<file path="src/rtl/irq_cascade_pkg.sv">
package irq_cascade_pkg;

    parameter int DATA_W      = 32;
    parameter int ADDR_W      = 8;
    parameter int NUM_SERIAL  = 17;
    parameter int NUM_BUS_EVT = 8;

    localparam int SERIAL_TOP  = DATA_W - 1;
    localparam int LRESET_BIT  = 10;
    localparam int CTRL_EN_BIT = 31;
    localparam int CASCADE_BIT = 11;

    localparam logic [DATA_W-1:0] ACCSZ_RESET = 32'h0200_0000;

    localparam logic [ADDR_W-1:0] OFF_IDSEL  = 8'h24;
    localparam logic [ADDR_W-1:0] OFF_ACCSZ  = 8'h28;
    localparam logic [ADDR_W-1:0] OFF_CTRL   = 8'h30;
    localparam logic [ADDR_W-1:0] OFF_HMASK  = 8'h34;
    localparam logic [ADDR_W-1:0] OFF_HSTAT  = 8'h38;
    localparam logic [ADDR_W-1:0] OFF_ERRADR = 8'h40;
    localparam logic [ADDR_W-1:0] OFF_BSTAT  = 8'h50;
    localparam logic [ADDR_W-1:0] OFF_BMASK  = 8'h54;
    localparam logic [ADDR_W-1:0] OFF_BPOL   = 8'h58;
    localparam logic [ADDR_W-1:0] OFF_BIN    = 8'h5C;

    typedef enum logic [3:0] {
        SEL_IDSEL, SEL_ACCSZ, SEL_CTRL, SEL_HMASK, SEL_HSTAT,
        SEL_ERRADR, SEL_BSTAT, SEL_BMASK, SEL_BPOL, SEL_BIN, SEL_NONE
    } reg_sel_e;

    typedef struct packed {
        logic              wr;
        reg_sel_e          sel;
        logic [DATA_W-1:0] data;
    } reg_req_t;

    function automatic reg_sel_e decode_off(input logic [ADDR_W-1:0] a);
        case (a)
            OFF_IDSEL:  return SEL_IDSEL;
            OFF_ACCSZ:  return SEL_ACCSZ;
            OFF_CTRL:   return SEL_CTRL;
            OFF_HMASK:  return SEL_HMASK;
            OFF_HSTAT:  return SEL_HSTAT;
            OFF_ERRADR: return SEL_ERRADR;
            OFF_BSTAT:  return SEL_BSTAT;
            OFF_BMASK:  return SEL_BMASK;
            OFF_BPOL:   return SEL_BPOL;
            OFF_BIN:    return SEL_BIN;
            default:    return SEL_NONE;
        endcase
    endfunction

    function automatic logic is_mapped(input logic [ADDR_W-1:0] a);
        return decode_off(a) != SEL_NONE;
    endfunction

    function automatic logic [DATA_W-1:0] w1c_mask(input reg_req_t r, input reg_sel_e s);
        return (r.wr && r.sel == s) ? r.data : '0;
    endfunction

endpackage

</file>
<file path="src/rtl/irq_hc_stage.sv">
module irq_hc_stage
    import irq_cascade_pkg::*;
(
    input  logic                   clk,
    input  logic                   rst,
    input  reg_req_t               req,
    input  logic [NUM_SERIAL-1:0]  serirq_in,
    input  logic                   lreset_evt,
    input  logic [NUM_BUS_EVT-1:0] bus_evt,
    output logic [DATA_W-1:0]      idsel_q,
    output logic [DATA_W-1:0]      accsz_q,
    output logic [DATA_W-1:0]      ctrl_q,
    output logic [DATA_W-1:0]      mask_q,
    output logic [DATA_W-1:0]      status_q,
    output logic                   active
);

    logic [NUM_SERIAL-1:0] ser_prev_q;
    logic [NUM_SERIAL-1:0] ser_rise;
    logic [DATA_W-1:0]     set_vec;
    logic [DATA_W-1:0]     ser_vec;
    logic [DATA_W-1:0]     evt_vec;

    assign ser_rise = serirq_in & ~ser_prev_q;

    for (genvar n = 0; n < NUM_SERIAL; n++) begin : g_ser_map
        assign ser_vec[SERIAL_TOP-n] = ser_rise[n];
    end
    for (genvar b = 0; b < DATA_W - NUM_SERIAL; b++) begin : g_ser_zero
        assign ser_vec[b] = 1'b0;
    end

    always_comb begin
        evt_vec                    = '0;
        evt_vec[NUM_BUS_EVT-1:0]   = bus_evt;
        evt_vec[LRESET_BIT]        = lreset_evt;
    end

    assign set_vec = ser_vec | evt_vec;
    assign active  = ctrl_q[CTRL_EN_BIT] && ((status_q & mask_q) != '0);

    always_ff @(posedge clk) begin
        if (rst) begin
            ser_prev_q <= '0;
            idsel_q    <= '0;
            accsz_q    <= ACCSZ_RESET;
            ctrl_q     <= '0;
            mask_q     <= '0;
            status_q   <= '0;
        end else begin
            ser_prev_q <= serirq_in;
            if (req.wr && req.sel == SEL_IDSEL) idsel_q <= req.data;
            if (req.wr && req.sel == SEL_ACCSZ) accsz_q <= req.data;
            if (req.wr && req.sel == SEL_CTRL)  ctrl_q  <= req.data;
            if (req.wr && req.sel == SEL_HMASK) mask_q  <= req.data;
            status_q <= (status_q & ~w1c_mask(req, SEL_HSTAT)) | set_vec;
        end
    end

endmodule

</file>
<file path="src/rtl/irq_bm_stage.sv">
module irq_bm_stage
    import irq_cascade_pkg::*;
(
    input  logic              clk,
    input  logic              rst,
    input  reg_req_t          req,
    input  logic              hc_active,
    output logic [DATA_W-1:0] input_vec,
    output logic [DATA_W-1:0] status_q,
    output logic [DATA_W-1:0] mask_q,
    output logic [DATA_W-1:0] pol_q,
    output logic              irq
);

    always_comb begin
        input_vec              = '0;
        input_vec[CASCADE_BIT] = hc_active;
    end

    assign irq = status_q != '0;

    always_ff @(posedge clk) begin
        if (rst) begin
            status_q <= '0;
            mask_q   <= '0;
            pol_q    <= '0;
        end else begin
            if (req.wr && req.sel == SEL_BMASK) mask_q <= req.data;
            if (req.wr && req.sel == SEL_BPOL)  pol_q  <= req.data;
            status_q <= (status_q & ~w1c_mask(req, SEL_BSTAT)) | (input_vec & mask_q);
        end
    end

endmodule

</file>
<file path="src/rtl/irq_cascade_agg.sv">
module irq_cascade_agg
    import irq_cascade_pkg::*;
(
    input  logic                   clk,
    input  logic                   rst,
    input  logic [ADDR_W-1:0]      reg_addr,
    input  logic                   reg_wr,
    input  logic [DATA_W-1:0]      reg_wdata,
    output logic [DATA_W-1:0]      reg_rdata,
    input  logic [NUM_SERIAL-1:0]  serirq_in,
    input  logic                   lreset_evt,
    input  logic [NUM_BUS_EVT-1:0] bus_evt,
    output logic                   irq_out
);

    reg_req_t          req;
    reg_sel_e          rd_sel;
    logic [DATA_W-1:0] idsel_q, accsz_q, ctrl_q, hc_mask_q, hc_status;
    logic              hc_active;
    logic [DATA_W-1:0] bm_input, bm_status, bm_mask_q, bm_pol_q;

    assign rd_sel   = decode_off(reg_addr);
    assign req.wr   = reg_wr;
    assign req.sel  = rd_sel;
    assign req.data = reg_wdata;

    irq_hc_stage u_hc (
        .clk        (clk),
        .rst        (rst),
        .req        (req),
        .serirq_in  (serirq_in),
        .lreset_evt (lreset_evt),
        .bus_evt    (bus_evt),
        .idsel_q    (idsel_q),
        .accsz_q    (accsz_q),
        .ctrl_q     (ctrl_q),
        .mask_q     (hc_mask_q),
        .status_q   (hc_status),
        .active     (hc_active)
    );

    irq_bm_stage u_bm (
        .clk       (clk),
        .rst       (rst),
        .req       (req),
        .hc_active (hc_active),
        .input_vec (bm_input),
        .status_q  (bm_status),
        .mask_q    (bm_mask_q),
        .pol_q     (bm_pol_q),
        .irq       (irq_out)
    );

    always_comb begin
        case (rd_sel)
            SEL_IDSEL:  reg_rdata = idsel_q;
            SEL_ACCSZ:  reg_rdata = accsz_q;
            SEL_CTRL:   reg_rdata = ctrl_q;
            SEL_HMASK:  reg_rdata = hc_mask_q;
            SEL_HSTAT:  reg_rdata = hc_status;
            SEL_ERRADR: reg_rdata = '0;
            SEL_BSTAT:  reg_rdata = bm_status;
            SEL_BMASK:  reg_rdata = bm_mask_q;
            SEL_BPOL:   reg_rdata = bm_pol_q;
            SEL_BIN:    reg_rdata = bm_input;
            default:    reg_rdata = '1;
        endcase
    end

endmodule

</file>
<file path="config.mk">
export PLATFORM = sky130hd
export DESIGN_NAME = irq_cascade_agg
export DESIGN_NICKNAME = d
export VERILOG_FILES = /design/src/rtl/irq_cascade_pkg.sv /design/src/rtl/irq_hc_stage.sv /design/src/rtl/irq_bm_stage.sv /design/src/rtl/irq_cascade_agg.sv
export SDC_FILE = /design/constraint.sdc
export NUM_CORES = 1
export LEC_CHECK = 0
export ABC_AREA = 1
export ABC_CLOCK_PERIOD_IN_PS = 2700
export CORE_MARGIN = 5
export CORE_UTILIZATION = 30
export CTS_CLUSTER_DIAMETER = 100
export CTS_CLUSTER_SIZE = 24
export DETAILED_ROUTE_END_ITERATION = 10
export PLACE_DENSITY_LB_ADDON = 0.3
export SYNTH_ARGS = -nofsm -noshare
export SYNTH_HDL_FRONTEND = slang
export SYNTH_HIERARCHICAL = 1
export SYNTH_SLANG_ARGS = --single-unit
</file>
<file path="constraint.sdc">
create_clock -name clk -period 2.7 [get_ports clk]
set_input_delay 0.405 -clock clk [delete_from_list [all_inputs] [get_ports clk]]
set_output_delay 0.405 -clock clk [all_outputs]
set_load 0.02 [all_outputs]
</file>
=== Word level (Yosys, flattened, before mapping) ===
Cells that the tools add are included.

* Bitwise logic cells: 11
* Multiplexer cells: 4
* Eq/ne operators: 19
* Reductions and logical operators: 12

{| class="wikitable"
|+ Operators by type and width
! kind !! number
|-
| $pmux 32 s10 || 1
|-
| $and 32x32->32 || 3
|-
| $mux 32 || 2
|-
| $not 32->32 || 2
|-
| $or 32x32->32 || 2
|-
| $reduce_bool 32->1 || 2
|-
| $eq 8x6->1 const B || 5
|-
| $eq 8x7->1 const B || 5
|-
| $pmux 4 s10 || 1
|-
| $and 12x32->32 || 1
|-
| $or 32x11->32 || 1
|-
| $and 17x17->17 || 1
|-
| $not 17->17 || 1
|-
| $eq 4x3->1 const B || 4
|-
| $logic_and 1x1->1 || 9
|-
| $eq 4x2->1 const B || 2
|-
| $eq 4x4->1 const B || 2
|-
| $eq 4x1->1 const B || 1
|-
| $logic_not 4->1 || 1
|}

* Output and inout bits: 33
* Bits in registers: 273

=== Longest topological paths before layout ===
* Word-level depth: 8
* Gate-level depth with buffers: 17
* Mapped depth without buffers: 15

=== By module ===
Netlist, hierarchy kept.

{| class="wikitable"
|+ Modules (own cells, without submodules)
! module !! area an instance (um^2) !! times used !! cells each
|-
| irq_hc_stage || 6,508.7 || 1 || 820
|-
| irq_bm_stage || 3,702.3 || 1 || 480
|-
| irq_cascade_agg || 3,447.1 || 1 || 686
|}

=== Worst setup path after synthesis ===
No wires, ideal clock.

* Path type: in2reg
* Start: in reg_addr[0]
* End: reg u_hc.status_q[10]
* Path slack: 401 ps
* Arrival time: 2,167 ps
* Cell stages on the path: 13
* Buffers on the path: 4
* Cell sequence: inv_2 nand2_4 nor2_8 buf_4 buf_4 o21ai_0 o2111ai_1 buf_4 nor2_4 nand4_1 buf_2 o21ai_0 a21oi_1

* Longest elaborated chain between the ends: 8

{| class="wikitable"
|+ Ends and longest elaborated chain
! what !! RTL line !! RTL
|-
| from (decl) || irq_cascade_agg.sv:6 || <nowiki>input logic [ADDR_W-1:0] reg_addr,</nowiki>
|-
| $eq 8x7->1 / $eq 8x6->1 (equally long branches) || irq_cascade_pkg.sv:38 || <nowiki>case (a)</nowiki>
|-
| $pmux 4 s10 (*) || irq_cascade_pkg.sv:38 ||
|-
| named net rd_sel[0] || irq_cascade_agg.sv:17 || <nowiki>reg_sel_e rd_sel;</nowiki>
|-
| $eq 4x3->1 (*) || irq_cascade_pkg.sv:58 || <nowiki>return (r.wr && r.sel == s) ? r.data : '0;</nowiki>
|-
| $logic_and 1x1->1 (*) || irq_cascade_pkg.sv:58 ||
|-
| $mux 32 (*) || irq_cascade_pkg.sv:58 ||
|-
| $not 32->32 (*) || irq_hc_stage.sv:56 || <nowiki>status_q <= (status_q & ~w1c_mask(req, SEL_HSTAT)) | set_vec;</nowiki>
|-
| $and 32x32->32 (*) || irq_hc_stage.sv:56 ||
|-
| $or 32x32->32 (*) || irq_hc_stage.sv:56 ||
|-
| to (signal assigned) || irq_hc_stage.sv:56 ||
|-
| to (decl) || irq_hc_stage.sv:14 || <nowiki>output logic [DATA_W-1:0] status_q,</nowiki>
|}

Mark *: on every way through the listed nets, which the timed path passes. The rest lies on a longest branch.
A chain may end at the register's enable or synchronous reset.

=== Worst setup path after layout ===
* Start: in reg_addr[5]
* End: out reg_rdata[0]

* Longest elaborated chain between the ends: 4

{| class="wikitable"
|+ Ends and longest elaborated chain
! what !! RTL line !! RTL
|-
| $eq 8x7->1 / $eq 8x6->1 (equally long branches) || irq_cascade_pkg.sv:38 ||
|-
| $pmux 4 s10 (*) || irq_cascade_pkg.sv:38 ||
|-
| $eq 4x4->1 (tied with other cells) || irq_cascade_agg.sv:55 || <nowiki>case (rd_sel)</nowiki>
|-
| $pmux 32 s10 (*) || irq_cascade_agg.sv:55 ||
|-
| to (decl) || irq_cascade_agg.sv:9 || <nowiki>output logic [DATA_W-1:0] reg_rdata,</nowiki>
|}

Mark *: on every way between the ends. The rest lies on a longest branch, timed or not.

==> results.toml <==
[status]
status = "finished clean"

[timing]
setup-tns-final_ps = 0
rsz0062_at_grt = "yes"
fin_worst_skew_ps = 19.98
timing.final.crit_period_ps = 2663
slew_violations = 0
whs_ps = 309.4
final_min_period_over_clock_period_pct = 98.62
max_slew.worst_pin.slew_ps = 575.7
setup_violations = 0
slew_hr_pct = 61.56
timing.final.hold_violations = 0
achievable-frequency_ghz = 0.3756

[route]
drt_drc_violations_left = 0
route.vias.total = 13560
wire_per_inst_um = 18.06
drt-pass1-iter-count = 6
wl_um = 48750
final_antenna_net_count = 0
drt_first_iter_violations = 1221
vias_per_cell = 5.026

[logic_synthesis]
synth_warnings = 6
postSynthRegisterBits = 273
yosysTopAreaCell = "sky130_fd_sc_hd__dfxtp_1"
yosys.area.top_type_share_pct = 40.01
count_of_distinct_cell_types_in_the_synthesized_netlist = 28
synth_cells = 1986
post_synth.cell_area_avg_um2 = 6.877
ys_seq_area_share_pct = 40.01
top_post_synthesis_cells_by_area = "sky130_fd_sc_hd__dfxtp_1 40%, sky130_fd_sc_hd__nand3_1 12%, sky130_fd_sc_hd__nand2_1 8.3%"
netlist_area_mm2 = 0.01366

[critical_path]
timing_worst_setup_path_type = "input pin to primary output"
largest_fanout_of_any_net_on_the_critical_path = 8
crit_path_capture_type = "primary output"
worstReg2RegStart = "u_hc/status_q[18]$_SDFF_PP0_"
r2r_cells = 9
critPathLaunchType = "input pin"
rrSetupSlack_ps = 1420
worst_ep_required_time_ps = 2300
crit-reg2reg-capture = "u_bm/status_q[11]$_SDFF_PP0_"
arrival_ps = 2260

[floorplanning]
initial_core_util_pct = 30.23
number_of_core_rows = 78
floorplan.io_pins = 102
core-area_mm2 = 0.04519
fp.dieH_um = 223.4
die-area_mm2 = 0.04989
die_x_um = 223.4

[cells_and_area]
drive_gt1_share_pct = 13.82
multi_input_comb_area_mm2 = 0.006556
design.final.nets = 2167
antenna-diode-count = 0
final_cell_count_no_fill = 2699
fill_cell_total_of_the_finished_layout = 4701
area_growth_from_synthesis_to_layout_pct = 20.77
ff_latch_area_mm2 = 0.005465

[hold_path]
hold_path.class = "input pin to register"
holdCritStartpoint = "rst"
hold_end = "u_hc/status_q[12]$_SDFF_PP0_"
worst_hold_path_cells = 2

[place]
gp_routability_congestion = 0.8953
placement.io_buffers = 101
detailed_place_hpwl_um = 32610
place_inst = 2673

[global_routing]
pin_count_of_the_biggest_net_entering_global_routing = 93
grt_use_total_pct = 18.42
grt_pass1_vias = 12580
grt_overflow_total = 0
grt_first_pass_wirelength_um = 74210
grt_antenna_before_repair = 0

[clocking]
cts_buffers = 15
buffer_cell_driving_the_clock_tree_root = "sky130_fd_sc_hd__clkbuf_16"
cts_sinks = 273
clkTransAtPathRegs_ps = 110
clk_path_buf_depth = 3
cts_tree = "built"
htree_num_levels = 1
clock_insertion_delay_worst_skew_ps = 510

[power_and_ir_drop]
power.leakage_nw = 6.846
power-per-cell-area_mw_per_mm2 = 441.9
ir_worst_vdd_v = 0.0003652

[job]
maxCapViolations = 0
placed cells by master (no fill, tap or decap), types with 2 or more instances in the layout:
cell type,instances
sky130_fd_sc_hd__a21oi_1,154
sky130_fd_sc_hd__buf_12,39
sky130_fd_sc_hd__buf_2,22
sky130_fd_sc_hd__buf_4,96
sky130_fd_sc_hd__buf_6,10
sky130_fd_sc_hd__bufbuf_16,2
sky130_fd_sc_hd__clkbuf_16,17
sky130_fd_sc_hd__clkdlybuf4s50_1,66
sky130_fd_sc_hd__conb_1,31
sky130_fd_sc_hd__dfxtp_1,273
sky130_fd_sc_hd__inv_1,190
sky130_fd_sc_hd__inv_2,13
sky130_fd_sc_hd__nand2_1,297
sky130_fd_sc_hd__nand2_2,9
sky130_fd_sc_hd__nand2_4,3
sky130_fd_sc_hd__nand3_1,321
sky130_fd_sc_hd__nand3_2,2
sky130_fd_sc_hd__nand4_1,41
sky130_fd_sc_hd__nand4_2,28
sky130_fd_sc_hd__nand4_4,2
sky130_fd_sc_hd__nor2_1,272
sky130_fd_sc_hd__nor2_2,11
sky130_fd_sc_hd__nor2_4,10
sky130_fd_sc_hd__o21ai_0,143
sky130_fd_sc_hd__o21ai_1,17
sky130_fd_sc_hd__or2_2,17
worst max-delay path by stage:
| stage | from | slack (ps) | depth (start not counted) | to |
|---|---|---|---|---|
| 6_report | reg_addr[5] | 40 | 11 | reg_rdata[0] |
| 5_1_grt | reg_addr[5] | -40 | 11 | reg_rdata[10] |
| 4_1_cts | reg_addr[2] | -7 | 12 | reg_rdata[11] |
| 3_5_place_dp | reg_addr[2] | -410 | 16 | u_bm/pol_q[13]$_SDFFE_PP0P_ |
| 3_3_place_gp | reg_addr[3] | -410 | 11 | reg_rdata[23] |
| 2_1_floorplan | reg_addr[0] | 400 | 13 | u_hc/status_q[10]$_SDFF_PP0_ |
power by group:
group	switching, W	internal (W)	total (W)
clock	0.00141	0.00103	0.00244
sequential	0.0000346	0.00409	0.00412
combinational	0.000450	0.000282	0.000732
what timing repair did:
| item | in CTS | in global routing |
|---|---|---|
| resized for setup | 134 | 40 |
| cloned | 2 | 2 |
| hold buffers | 0 | 0 |
| setup buffers | 3 | 1 |
| pin swaps | 2 | 4 |
| endpoints found under the setup margin | 32 | 98 |
flip-flops by register name, indices dropped and copies added, names as in the netlist:
signal / flops
u_hc/mask_q: 32
u_bm/mask_q: 32
u_hc/accsz_q: 32
u_bm/status_q: 32
u_hc/status_q: 32
u_hc/ctrl_q: 32
u_bm/pol_q: 32
u_hc/idsel_q: 32
u_hc/ser_prev_q: 17
per-layer routing:
layer | GRT usage (%) | wire, um | vias up
met4 | 4.289 | 1074 | 0
met2 | 30.24 | 22630 | 512
met3 | 2.500 | 3371 | 68
met1 | 25.78 | 21670 | 6383
li1 | - | - | 6601
met5 | 0 | 0 | -
Yosys cell counts:
| cell type | n |
|---|---|
| sky130_fd_sc_hd__nand2_2 | 4 |
| sky130_fd_sc_hd__dfxtp_1 | 273 |
| sky130_fd_sc_hd__o211ai_1 | 1 |
| sky130_fd_sc_hd__nor2_2 | 5 |
| sky130_fd_sc_hd__nor2_1 | 284 |
| sky130_fd_sc_hd__nor3_2 | 1 |
| sky130_fd_sc_hd__buf_4 | 65 |
| sky130_fd_sc_hd__a21oi_1 | 155 |
| sky130_fd_sc_hd__o21ai_0 | 144 |
| sky130_fd_sc_hd__nand4_1 | 41 |
| sky130_fd_sc_hd__conb_1 | 1 |
| sky130_fd_sc_hd__nor2_4 | 4 |
| sky130_fd_sc_hd__buf_6 | 18 |
| sky130_fd_sc_hd__inv_2 | 13 |
| sky130_fd_sc_hd__o21ai_1 | 16 |
| sky130_fd_sc_hd__nand4_2 | 30 |
| sky130_fd_sc_hd__clkbuf_2 | 2 |
| sky130_fd_sc_hd__nor2_8 | 1 |
| sky130_fd_sc_hd__nand3_1 | 321 |
| sky130_fd_sc_hd__buf_2 | 47 |
| sky130_fd_sc_hd__inv_1 | 191 |
| sky130_fd_sc_hd__nand3_2 | 2 |
| sky130_fd_sc_hd__nand2_1 | 302 |
| sky130_fd_sc_hd__nand2_4 | 3 |
| sky130_fd_sc_hd__clkbuf_1 | 43 |
| sky130_fd_sc_hd__o2111ai_1 | 1 |
| sky130_fd_sc_hd__buf_1 | 1 |
| sky130_fd_sc_hd__or2_2 | 17 |
worst max-delay path, cell delays in order:
cell and delay [ps]:
sky130_fd_sc_hd__clkdlybuf4s50_1 490, sky130_fd_sc_hd__buf_4 120, sky130_fd_sc_hd__nand2_1 70, sky130_fd_sc_hd__nor2_4 160, sky130_fd_sc_hd__nand2_2 90, sky130_fd_sc_hd__nand2_2 90, sky130_fd_sc_hd__nor2_4 50, sky130_fd_sc_hd__nand2_4 120
sky130_fd_sc_hd__bufbuf_16 310, sky130_fd_sc_hd__nand4_2 150, sky130_fd_sc_hd__buf_6 180
per-stage QoR:
| step | area (um2) | worst slack, ps | utilization, % | total power [W] |
|---|---|---|---|---|
| after floorplan | 13770 | 400.6 | - | 0.004567 |
| after global placement | 15960 | -406.3 | 35.33 | 0.004925 |
| after detailed placement | 15960 | -413.7 | 35.33 | 0.004929 |
| after CTS | 16440 | -7.402 | 36.38 | 0.007347 |
| after global routing | 16490 | -36.41 | 36.50 | 0.007530 |
| final | 16490 | 37.32 | 36.50 | 0.007289 |
cell type report:
cell class,instances,share of cell area (%)
Timing Repair Buffer,241,15.48
Inverter,204,4.658
Clock inverter,2,0.1290
Sequential cell,273,33.13
Multi-Input combinational cell,1363,39.75
Tap cell,600,4.551
Clock buffer,16,2.298
cells by family (layout without fill, tap and decap cells):
| logic type | after synthesis | in the layout | share of synthesized area [%] |
|---|---|---|---|
| AO/OA/AOI/OAI | 317 | 317 | 11.66 |
| flip-flops | 273 | 273 | 40.01 |
| buffers and inverters | 380 | 463 | 13.67 |
| AND/OR/NAND/NOR | 1015 | 1015 | 34.63 |
| other | 1 | 31 | 0.02746 |
No activity file was read; power rests on OpenSTA's default activity.
